===== src/rtl/ptw_pkg.sv =====
package ptw_pkg;
   typedef enum logic [1:0] {SP_PRI = 2'd0, SP_SEC = 2'd1, SP_HOME = 2'd2, SP_ALT = 2'd3} space_e;
   typedef enum logic [1:0] {AK_READ = 2'd0, AK_WRITE = 2'd1, AK_FETCH = 2'd2, AK_RSVD = 2'd3} kind_e;
   typedef enum logic [2:0] {
      FLT_NONE = 3'd0, FLT_PROT = 3'd1, FLT_SEGX = 3'd2, FLT_PAGEX = 3'd3, FLT_SPEC = 3'd4
   } fault_e;
   localparam int TYPE_LSB   = 2;
   localparam int ENT_INV    = 5;
   localparam int REAL_SPACE = 5;
   localparam int PG_RO      = 9;
   localparam int PG_INV     = 10;
endpackage


===== src/rtl/ptw_index.sv =====
module ptw_index #(
   parameter int ADDR_W      = 64,
   parameter int PAGE_SHIFT  = 12,
   parameter int PT_IDX_W    = 8,
   parameter int TBL_IDX_W   = 11,
   parameter int ENTRY_SHIFT = 3,
   parameter int NLVL        = 5,
   parameter int LVL_W       = 3
) (
   input  logic [ADDR_W-1:0] va,
   input  logic [LVL_W-1:0]  lvl,
   input  logic [ADDR_W-1:0] origin,
   output logic [ADDR_W-1:0] entry_addr,
   output logic              va_fits
);
   logic [ADDR_W-1:0] offs [NLVL];
   logic [NLVL-1:0]   fit_tab;
   logic              unused_va;

   assign unused_va = ^va[PAGE_SHIFT-1:0];

   for (genvar l = 0; l < NLVL; l++) begin : g_lvl
      if (l == 0) begin : g_page
         assign offs[l]    = ADDR_W'(va[PAGE_SHIFT +: PT_IDX_W]) << ENTRY_SHIFT;
         assign fit_tab[l] = 1'b1;
      end else begin : g_tbl
         localparam int LSB = PAGE_SHIFT + PT_IDX_W + (l - 1) * TBL_IDX_W;
         assign offs[l] = ADDR_W'(va[LSB +: TBL_IDX_W]) << ENTRY_SHIFT;
         if (l == NLVL - 1) begin : g_top
            assign fit_tab[l] = 1'b1;
         end else begin : g_rng
            assign fit_tab[l] = (va >> (LSB + TBL_IDX_W)) == '0;
         end
      end
   end

   always_comb begin
      entry_addr = origin;
      va_fits    = 1'b1;
      for (int l = 0; l < NLVL; l++) begin
         if (lvl == LVL_W'(l)) begin
            entry_addr = origin + offs[l];
            va_fits    = fit_tab[l];
         end
      end
   end
endmodule


===== src/rtl/ptw_entry_chk.sv =====
module ptw_entry_chk import ptw_pkg::*; #(
   parameter int ADDR_W     = 64,
   parameter int PAGE_SHIFT = 12,
   parameter int LVL_W      = 3
) (
   input  logic [ADDR_W-1:0] data,
   input  logic [LVL_W-1:0]  lvl,
   output logic [2:0]        flt,
   output logic [ADDR_W-1:0] nxt_origin,
   output logic              ro
);
   logic [1:0] exp_type;
   logic       unused_bits;

   assign unused_bits = ^{data[PAGE_SHIFT-1:PG_INV+1], data[PG_RO-1:ENT_INV+1],
                          data[ENT_INV-1:TYPE_LSB+2], data[TYPE_LSB-1:0]};
   assign exp_type   = (lvl >= LVL_W'(2)) ? 2'(lvl - LVL_W'(2)) : 2'd0;
   assign nxt_origin = {data[ADDR_W-1:PAGE_SHIFT], {PAGE_SHIFT{1'b0}}};
   assign ro         = data[PG_RO];

   always_comb begin
      flt = FLT_NONE;
      if (lvl == '0) begin
         if (data[PG_INV]) flt = FLT_PAGEX;
      end else if (data[ENT_INV]) begin
         flt = FLT_SEGX;
      end else if (data[TYPE_LSB +: 2] != exp_type) begin
         flt = FLT_SPEC;
      end
   end
endmodule


===== src/rtl/ptw_rights.sv =====
module ptw_rights import ptw_pkg::*; (
   input  logic       ro,
   input  logic [1:0] kind,
   input  logic       sec,
   output logic [2:0] perm,
   output logic       prot
);
   logic wr_ok;
   assign wr_ok = !ro;
   assign prot  = (kind == AK_WRITE) && !wr_ok;

   always_comb begin
      if (!sec)                  perm = {1'b1, wr_ok, 1'b1};
      else if (kind == AK_FETCH) perm = 3'b001;
      else                       perm = {1'b1, wr_ok, 1'b0};
   end
endmodule


===== src/rtl/ptw_walker.sv =====
module ptw_walker import ptw_pkg::*; #(
   parameter int ADDR_W      = 64,
   parameter int PAGE_SHIFT  = 12,
   parameter int PT_IDX_W    = 8,
   parameter int TBL_IDX_W   = 11,
   parameter int ENTRY_SHIFT = 3
) (
   input  logic              clk,
   input  logic              rst_n,
   input  logic              dat_en,
   input  logic              req_valid,
   input  logic [ADDR_W-1:0] req_va,
   input  logic [1:0]        req_kind,
   input  logic [1:0]        req_space,
   input  logic [ADDR_W-1:0] desig_pri,
   input  logic [ADDR_W-1:0] desig_sec,
   input  logic [ADDR_W-1:0] desig_home,
   output logic              busy,
   output logic              mem_rd_en,
   output logic [ADDR_W-1:0] mem_rd_addr,
   input  logic              mem_rd_valid,
   input  logic [ADDR_W-1:0] mem_rd_data,
   output logic              rsp_valid,
   output logic [ADDR_W-1:0] rsp_real,
   output logic [2:0]        rsp_perm,
   output logic [2:0]        rsp_fault,
   output logic [ADDR_W-1:0] rsp_fault_word
);
   localparam int NLVL  = 5;
   localparam int LVL_W = $clog2(NLVL + 1);
   localparam int SPAN  = PAGE_SHIFT + PT_IDX_W + (NLVL - 1) * TBL_IDX_W;

   if (SPAN != ADDR_W) begin : g_bad_span
      $error("index fields must cover the address width exactly");
   end
   if ((1 << ENTRY_SHIFT) * 8 != ADDR_W) begin : g_bad_entry
      $error("entry size must equal the data width");
   end
   if (PAGE_SHIFT <= PG_INV) begin : g_bad_page
      $error("page shift must exceed the entry flag positions");
   end

   logic              busy_q, sec_q, is_sec, use_pri, va_fits, prot;
   logic [LVL_W-1:0]  lvl_q, top_lvl, idx_lvl;
   logic [ADDR_W-1:0] origin_q, va_q, desig, idx_va, entry_addr, nxt_origin;
   logic [1:0]        kind_q, code_q, code_n;
   logic [2:0]        chk_flt, perm;
   logic              chk_ro, unused_desig;

   function automatic logic [ADDR_W-1:0] fword(input logic [ADDR_W-1:0] va,
                                               input logic p, input logic [1:0] code);
      fword = {va[ADDR_W-1:PAGE_SHIFT], {(PAGE_SHIFT-3){1'b0}}, p, code};
   endfunction

   always_comb begin
      is_sec  = req_space == SP_SEC;
      use_pri = (req_space == SP_PRI) || (req_space == SP_ALT) || (is_sec && req_kind == AK_FETCH);
      if (use_pri) begin
         desig = desig_pri;  code_n = 2'd1;
      end else if (is_sec) begin
         desig = desig_sec;  code_n = 2'd2;
      end else begin
         desig = desig_home; code_n = 2'd3;
      end
      top_lvl = LVL_W'(desig[TYPE_LSB +: 2]) + LVL_W'(1);
   end
   assign unused_desig = ^{desig[PAGE_SHIFT-1:REAL_SPACE+1], desig[REAL_SPACE-1:TYPE_LSB+2],
                           desig[TYPE_LSB-1:0]};

   assign idx_va  = busy_q ? va_q : req_va;
   assign idx_lvl = busy_q ? lvl_q : top_lvl;

   ptw_index #(.ADDR_W(ADDR_W), .PAGE_SHIFT(PAGE_SHIFT), .PT_IDX_W(PT_IDX_W),
               .TBL_IDX_W(TBL_IDX_W), .ENTRY_SHIFT(ENTRY_SHIFT), .NLVL(NLVL), .LVL_W(LVL_W))
      u_idx (.va(idx_va), .lvl(idx_lvl), .origin(origin_q), .entry_addr(entry_addr), .va_fits(va_fits));

   ptw_entry_chk #(.ADDR_W(ADDR_W), .PAGE_SHIFT(PAGE_SHIFT), .LVL_W(LVL_W))
      u_ent (.data(mem_rd_data), .lvl(lvl_q), .flt(chk_flt), .nxt_origin(nxt_origin), .ro(chk_ro));

   ptw_rights u_rights (.ro(busy_q & chk_ro), .kind(busy_q ? kind_q : req_kind),
                        .sec(busy_q ? sec_q : is_sec), .perm(perm), .prot(prot));

   assign busy        = busy_q;
   assign mem_rd_en   = busy_q;
   assign mem_rd_addr = entry_addr;

   always_ff @(posedge clk or negedge rst_n) begin
      if (!rst_n) begin
         busy_q <= 1'b0; lvl_q <= '0; origin_q <= '0; va_q <= '0;
         kind_q <= '0; code_q <= '0; sec_q <= 1'b0;
         rsp_valid <= 1'b0; rsp_real <= '0; rsp_perm <= '0;
         rsp_fault <= '0; rsp_fault_word <= '0;
      end else begin
         rsp_valid <= 1'b0;
         if (!busy_q) begin
            if (req_valid) begin
               va_q <= req_va; kind_q <= req_kind; code_q <= code_n; sec_q <= is_sec;
               if (!dat_en) begin
                  rsp_valid <= 1'b1; rsp_real <= req_va; rsp_perm <= 3'b111;
                  rsp_fault <= FLT_NONE; rsp_fault_word <= '0;
               end else if (!va_fits) begin
                  rsp_valid <= 1'b1; rsp_real <= '0; rsp_perm <= '0;
                  rsp_fault <= FLT_SPEC; rsp_fault_word <= fword(req_va, 1'b0, code_n);
               end else if (desig[REAL_SPACE]) begin
                  rsp_valid <= 1'b1; rsp_real <= req_va; rsp_perm <= perm;
                  rsp_fault <= FLT_NONE; rsp_fault_word <= '0;
               end else begin
                  busy_q   <= 1'b1;
                  lvl_q    <= top_lvl;
                  origin_q <= {desig[ADDR_W-1:PAGE_SHIFT], {PAGE_SHIFT{1'b0}}};
               end
            end
         end else if (mem_rd_valid) begin
            if (chk_flt != FLT_NONE) begin
               busy_q <= 1'b0;
               rsp_valid <= 1'b1; rsp_real <= '0; rsp_perm <= '0;
               rsp_fault <= chk_flt; rsp_fault_word <= fword(va_q, 1'b0, code_q);
            end else if (lvl_q == '0) begin
               busy_q <= 1'b0;
               rsp_valid <= 1'b1;
               if (prot) begin
                  rsp_real <= '0; rsp_perm <= '0;
                  rsp_fault <= FLT_PROT; rsp_fault_word <= fword(va_q, 1'b1, code_q);
               end else begin
                  rsp_real <= {nxt_origin[ADDR_W-1:PAGE_SHIFT], va_q[PAGE_SHIFT-1:0]};
                  rsp_perm <= perm; rsp_fault <= FLT_NONE; rsp_fault_word <= '0;
               end
            end else begin
               lvl_q    <= lvl_q - LVL_W'(1);
               origin_q <= nxt_origin;
            end
         end
      end
   end
endmodule


===== config.mk =====
export PLATFORM = sky130hd
export DESIGN_NAME = ptw_walker
export DESIGN_NICKNAME = d
export VERILOG_FILES = /design/src/rtl/ptw_pkg.sv /design/src/rtl/ptw_index.sv /design/src/rtl/ptw_entry_chk.sv /design/src/rtl/ptw_rights.sv /design/src/rtl/ptw_walker.sv
export SDC_FILE = /design/constraint.sdc
export NUM_CORES = 1
export LEC_CHECK = 0
export BUFFER_PORTS_ARGS = -buffer_cell sky130_fd_sc_hd__buf_2
export CAP_MARGIN = 20
export CORE_AREA = 4 4 204 206
export DETAILED_ROUTE_END_ITERATION = 8
export DIE_AREA = 0 0 208 210
export GPL_TIMING_DRIVEN = 1
export PLACE_DENSITY = 0.66
export SETUP_SLACK_MARGIN = 0.4
export SYNTH_ARGS = -nofsm -noshare
export SYNTH_HDL_FRONTEND = slang
export SYNTH_SLANG_ARGS = --single-unit

===== constraint.sdc =====
create_clock -name clk -period 5.9 [get_ports clk]
set_clock_uncertainty 0.2 [all_clocks]
set_input_delay 0.59 -clock clk [delete_from_list [all_inputs] [get_ports clk]]
set_output_delay 0.59 -clock clk [all_outputs]
set_load 0.1 [all_outputs]

==> impl_metrics.csv <==
group,metric,value,unit
critical_path,path_class,"in2out",
clock_tree,cts_buffer_depth,3,
timing,rsz0062_at_grt,"false",
routing,routed_via_density,5.94,
timing,period_minus_slack,5.22,ns
timing,fmax,191,MHz
finish,layout_common_cells,"buf_2 (442), dfrtp_1 (250), nand2_1 (247)",
clock_tree,htreeDepth,1,
global_route,grt_overflow,0,
finish,final_common_cell,"buf_2",
floorplanning,die_w,208,um
flow_run,maxCapViolCount,0,
synth,syn_area,0.0161,mm^2
timing,finalSetupTns,0,ns
critical_path,endpoint_kind,"output port",
critical_path,worstSetupStartpointType,"primary input",
clock_tree,cts_tree,"yes",
place,hpwlAfterDp,48600,um
hold_path,hold_class,"in2reg",
clock_tree,cts_buffers,29,
critical_path,crit_required,5.11,ns
critical_path,worstPathMaxFanout,10,
critical_path,worst_path_max_delay_cell,"nor3b_1",
place,gp_routability_congestion,0.921,
clock_tree,cts.sinks,251,
floorplanning,start_util,0.407,
critical_path,path_cells,"buf_2 > inv_1 > ha_4 > mux2i_1 > nand3b_1 > and2_1 > ha_1 > mux2_2 > nand3_1 > o21ai_0 > a41oi_2 > nor3b_1 > xor2_4 > buf_12",
finish,drive_gt1_frac,0.367,
synth,async_flop_share,1.00,
place,place_area,0.0202,mm^2
synth,synth_seq_cells,251,
synth,synth_edf_count,0,
synth,synth_top_area_frac,0.389,
synth,synthCells,1744,
place,port_buffers,483,
power_and_ir_drop,p_per_area,668,mW/mm^2
global_route,grt_pass1_wl,97600,um
power_and_ir_drop,leakagePower,0.00951,uW
finish,area_delta_synth_final,31.6,%
finish,nets,2478,
routing,drt_iter0_drc,1637,
timing,hold_viol,0,
global_route,grt_max_degree,152,
finish,multi_input_area,0.00992,mm^2
floorplanning,core-area,0.0396,mm^2
routing,ant_nets,0,
timing,setup_violations,0,
global_route,grt.total_usage,0.286,
synth,yosysTopAreaCell,"dfrtp_1",
timing,maxSlewViolCount,0,
synth,ys_top_cells_by_area,"dfrtp_1 (39%), mux2_2 (8.6%), nand2_1 (5.8%)",
power_and_ir_drop,irDropWorstVdd,0.000476,V
timing,max_slew.worst_pin.slew,1.00,ns
synth,yosysSeqAreaShare,0.389,
floorplanning,dieArea,0.0437,mm^2
synth,ys.flop_type,"dfrtp_1",
clock_tree,cts.clk_slew.worst_paths,0.06,ns
finish,fill_cells,3696,
finish,final-seq-area,0.00628,mm^2
routing,routed_wl,66500,um
status,status,"complete, no violations",
finish,design_area,0.0212,mm^2
floorplanning,die_h,210,um
floorplanning,io_pins,530,
timing,fin_crit_sh,0.885,
routing,vias,15900,
clock_tree,clock_latency,0.56,ns
routing,drt_first_pass_iters,6,
timing,maxSlewHeadroom,0.328,
synth,yosysWarnings,0,
global_route,grt_pass1_vias,15500,
routing,drc,0,
clock_tree,root_buffer,"clkbuf_16",
synth,synth_cell_type_count,71,
global_route,antenna_found_initial,10,
synth,synth_area_per_cell,9.26,um^2
floorplanning,fp-row-count,73,
critical_path,critPathArrivalTime,4.43,ns
routing,wl_per_cell,24.7,um
critical_path,slowest_delay,0.61,ns
==> worst max-delay path: cells and delay by family <==
family	cells	cell delay, ns
muxes	2	0.71
xor gates and xnor gates	1	0.20
and+or+nand+nor	4	1.08
buffers and inverters	3	0.35
adders and majority gates	2	0.68
AOI/OAI and AO/OA	2	0.79
==> sequential cells by signal, indices dropped and copies added, names as in the netlist, 2 cells and up <==
signal and flops:
rsp_fault_word 55, rsp_real 64, va_q 64, origin_q 52
rsp_perm 3, lvl_q 3, rsp_fault 3, code_q 2
kind_q 2
==> routing by layer <==
layer,share of wire,global-route usage,wire length (um)
met1,0.41,0.391,27500
met2,0.47,0.457,30900
met3,0.090,0.0716,5990
met4,0.030,0.0822,1960
met5,0.00083,0,55
==> cell type report <==
cell class	instances	area share
repair buffers	515	0.156
well taps	525	0.0309
inverters	28	0.00495
clock buffers	40	0.0385
diodes	6	0.000707
multi-input cells	1308	0.467
clock inverters	12	0.00560
flip-flops and latches	251	0.296
==> report_power, final <==
group	switching (uW)	internal, uW
Combinational	6950	2320
Sequential	713	2390
Clock	763	1050
Total	8420	5760
==> kinds of logic after synthesis <==
family,after synthesis,share of synthesized area
compound gates,462,0.203
simple gates,564,0.165
buf+inv,196,0.0518
fa+ha+maj,16,0.0143
other cells,1,0.000232
xor+xnor,50,0.0271
flops,251,0.389
mux,204,0.150
==> metrics by stage <==
step	power, uW	util	cells	worst slack, ns	hold slack (ns)
2_1_floorplan	10100	-	1755	0.401	0.0944
3_3_place_gp	12300	0.510	2625	0.619	0.258
3_5_place_dp	12400	0.510	2625	0.496	0.267
4_1_cts	14200	0.534	2678	0.413	0.0124
5_1_grt	14700	0.536	2684	0.415	0.0257
6_report	14200	0.536	2685	0.677	0.0373
==> repair_timing <==
| item | 4_1_cts | 5_1_grt |
|---|---|---|
| endpoints found under the setup margin | 0 | 12 |
| buffers inserted | 0 | 1 |
| hold buffers | 1 | 0 |
| hold endpoints to repair | 100 | 0 |
| resized for setup | 0 | 4 |
==> worst paths after layout <==
path / endpoint / slack, ns / from / cells after the start
max: mem_rd_addr[31] / 0.68 / req_space[1] / 14
min: va_q[8] / 0.04 / req_va[8] / 3
max reg2reg: origin_q[16] / 1.84 / busy / 8
min reg2reg: va_q[1] / 0.28 / va_q[1] / 2
max in group asynchronous: va_q[3] / 3.62 / rst_n / 3
min in group asynchronous: rsp_real[2] / 0.43 / rst_n / 2
==> synth_stat cells (7+ instances only) <==
| library cell | count |
|---|---|
| a211oi_1 | 101 |
| a21oi_1 | 122 |
| a221oi_1 | 7 |
| a22oi_1 | 55 |
| a31oi_1 | 59 |
| a32o_1 | 54 |
| and3_1 | 7 |
| buf_1 | 27 |
| buf_2 | 20 |
| buf_4 | 18 |
| clkbuf_1 | 102 |
| dfrtp_1 | 251 |
| ha_1 | 12 |
| inv_1 | 28 |
| mux2_1 | 7 |
| mux2_2 | 123 |
| mux2i_1 | 57 |
| mux4_2 | 17 |
| nand2_1 | 249 |
| nand2b_1 | 7 |
| nand3_1 | 19 |
| nand4_1 | 18 |
| nor2_1 | 121 |
| nor2b_1 | 63 |
| nor3_1 | 21 |
| nor4_1 | 18 |
| nor4_2 | 9 |
| o21ai_0 | 14 |
| xnor2_1 | 14 |
| xor2_1 | 36 |
No activity file was read; power rests on OpenSTA's default activity.
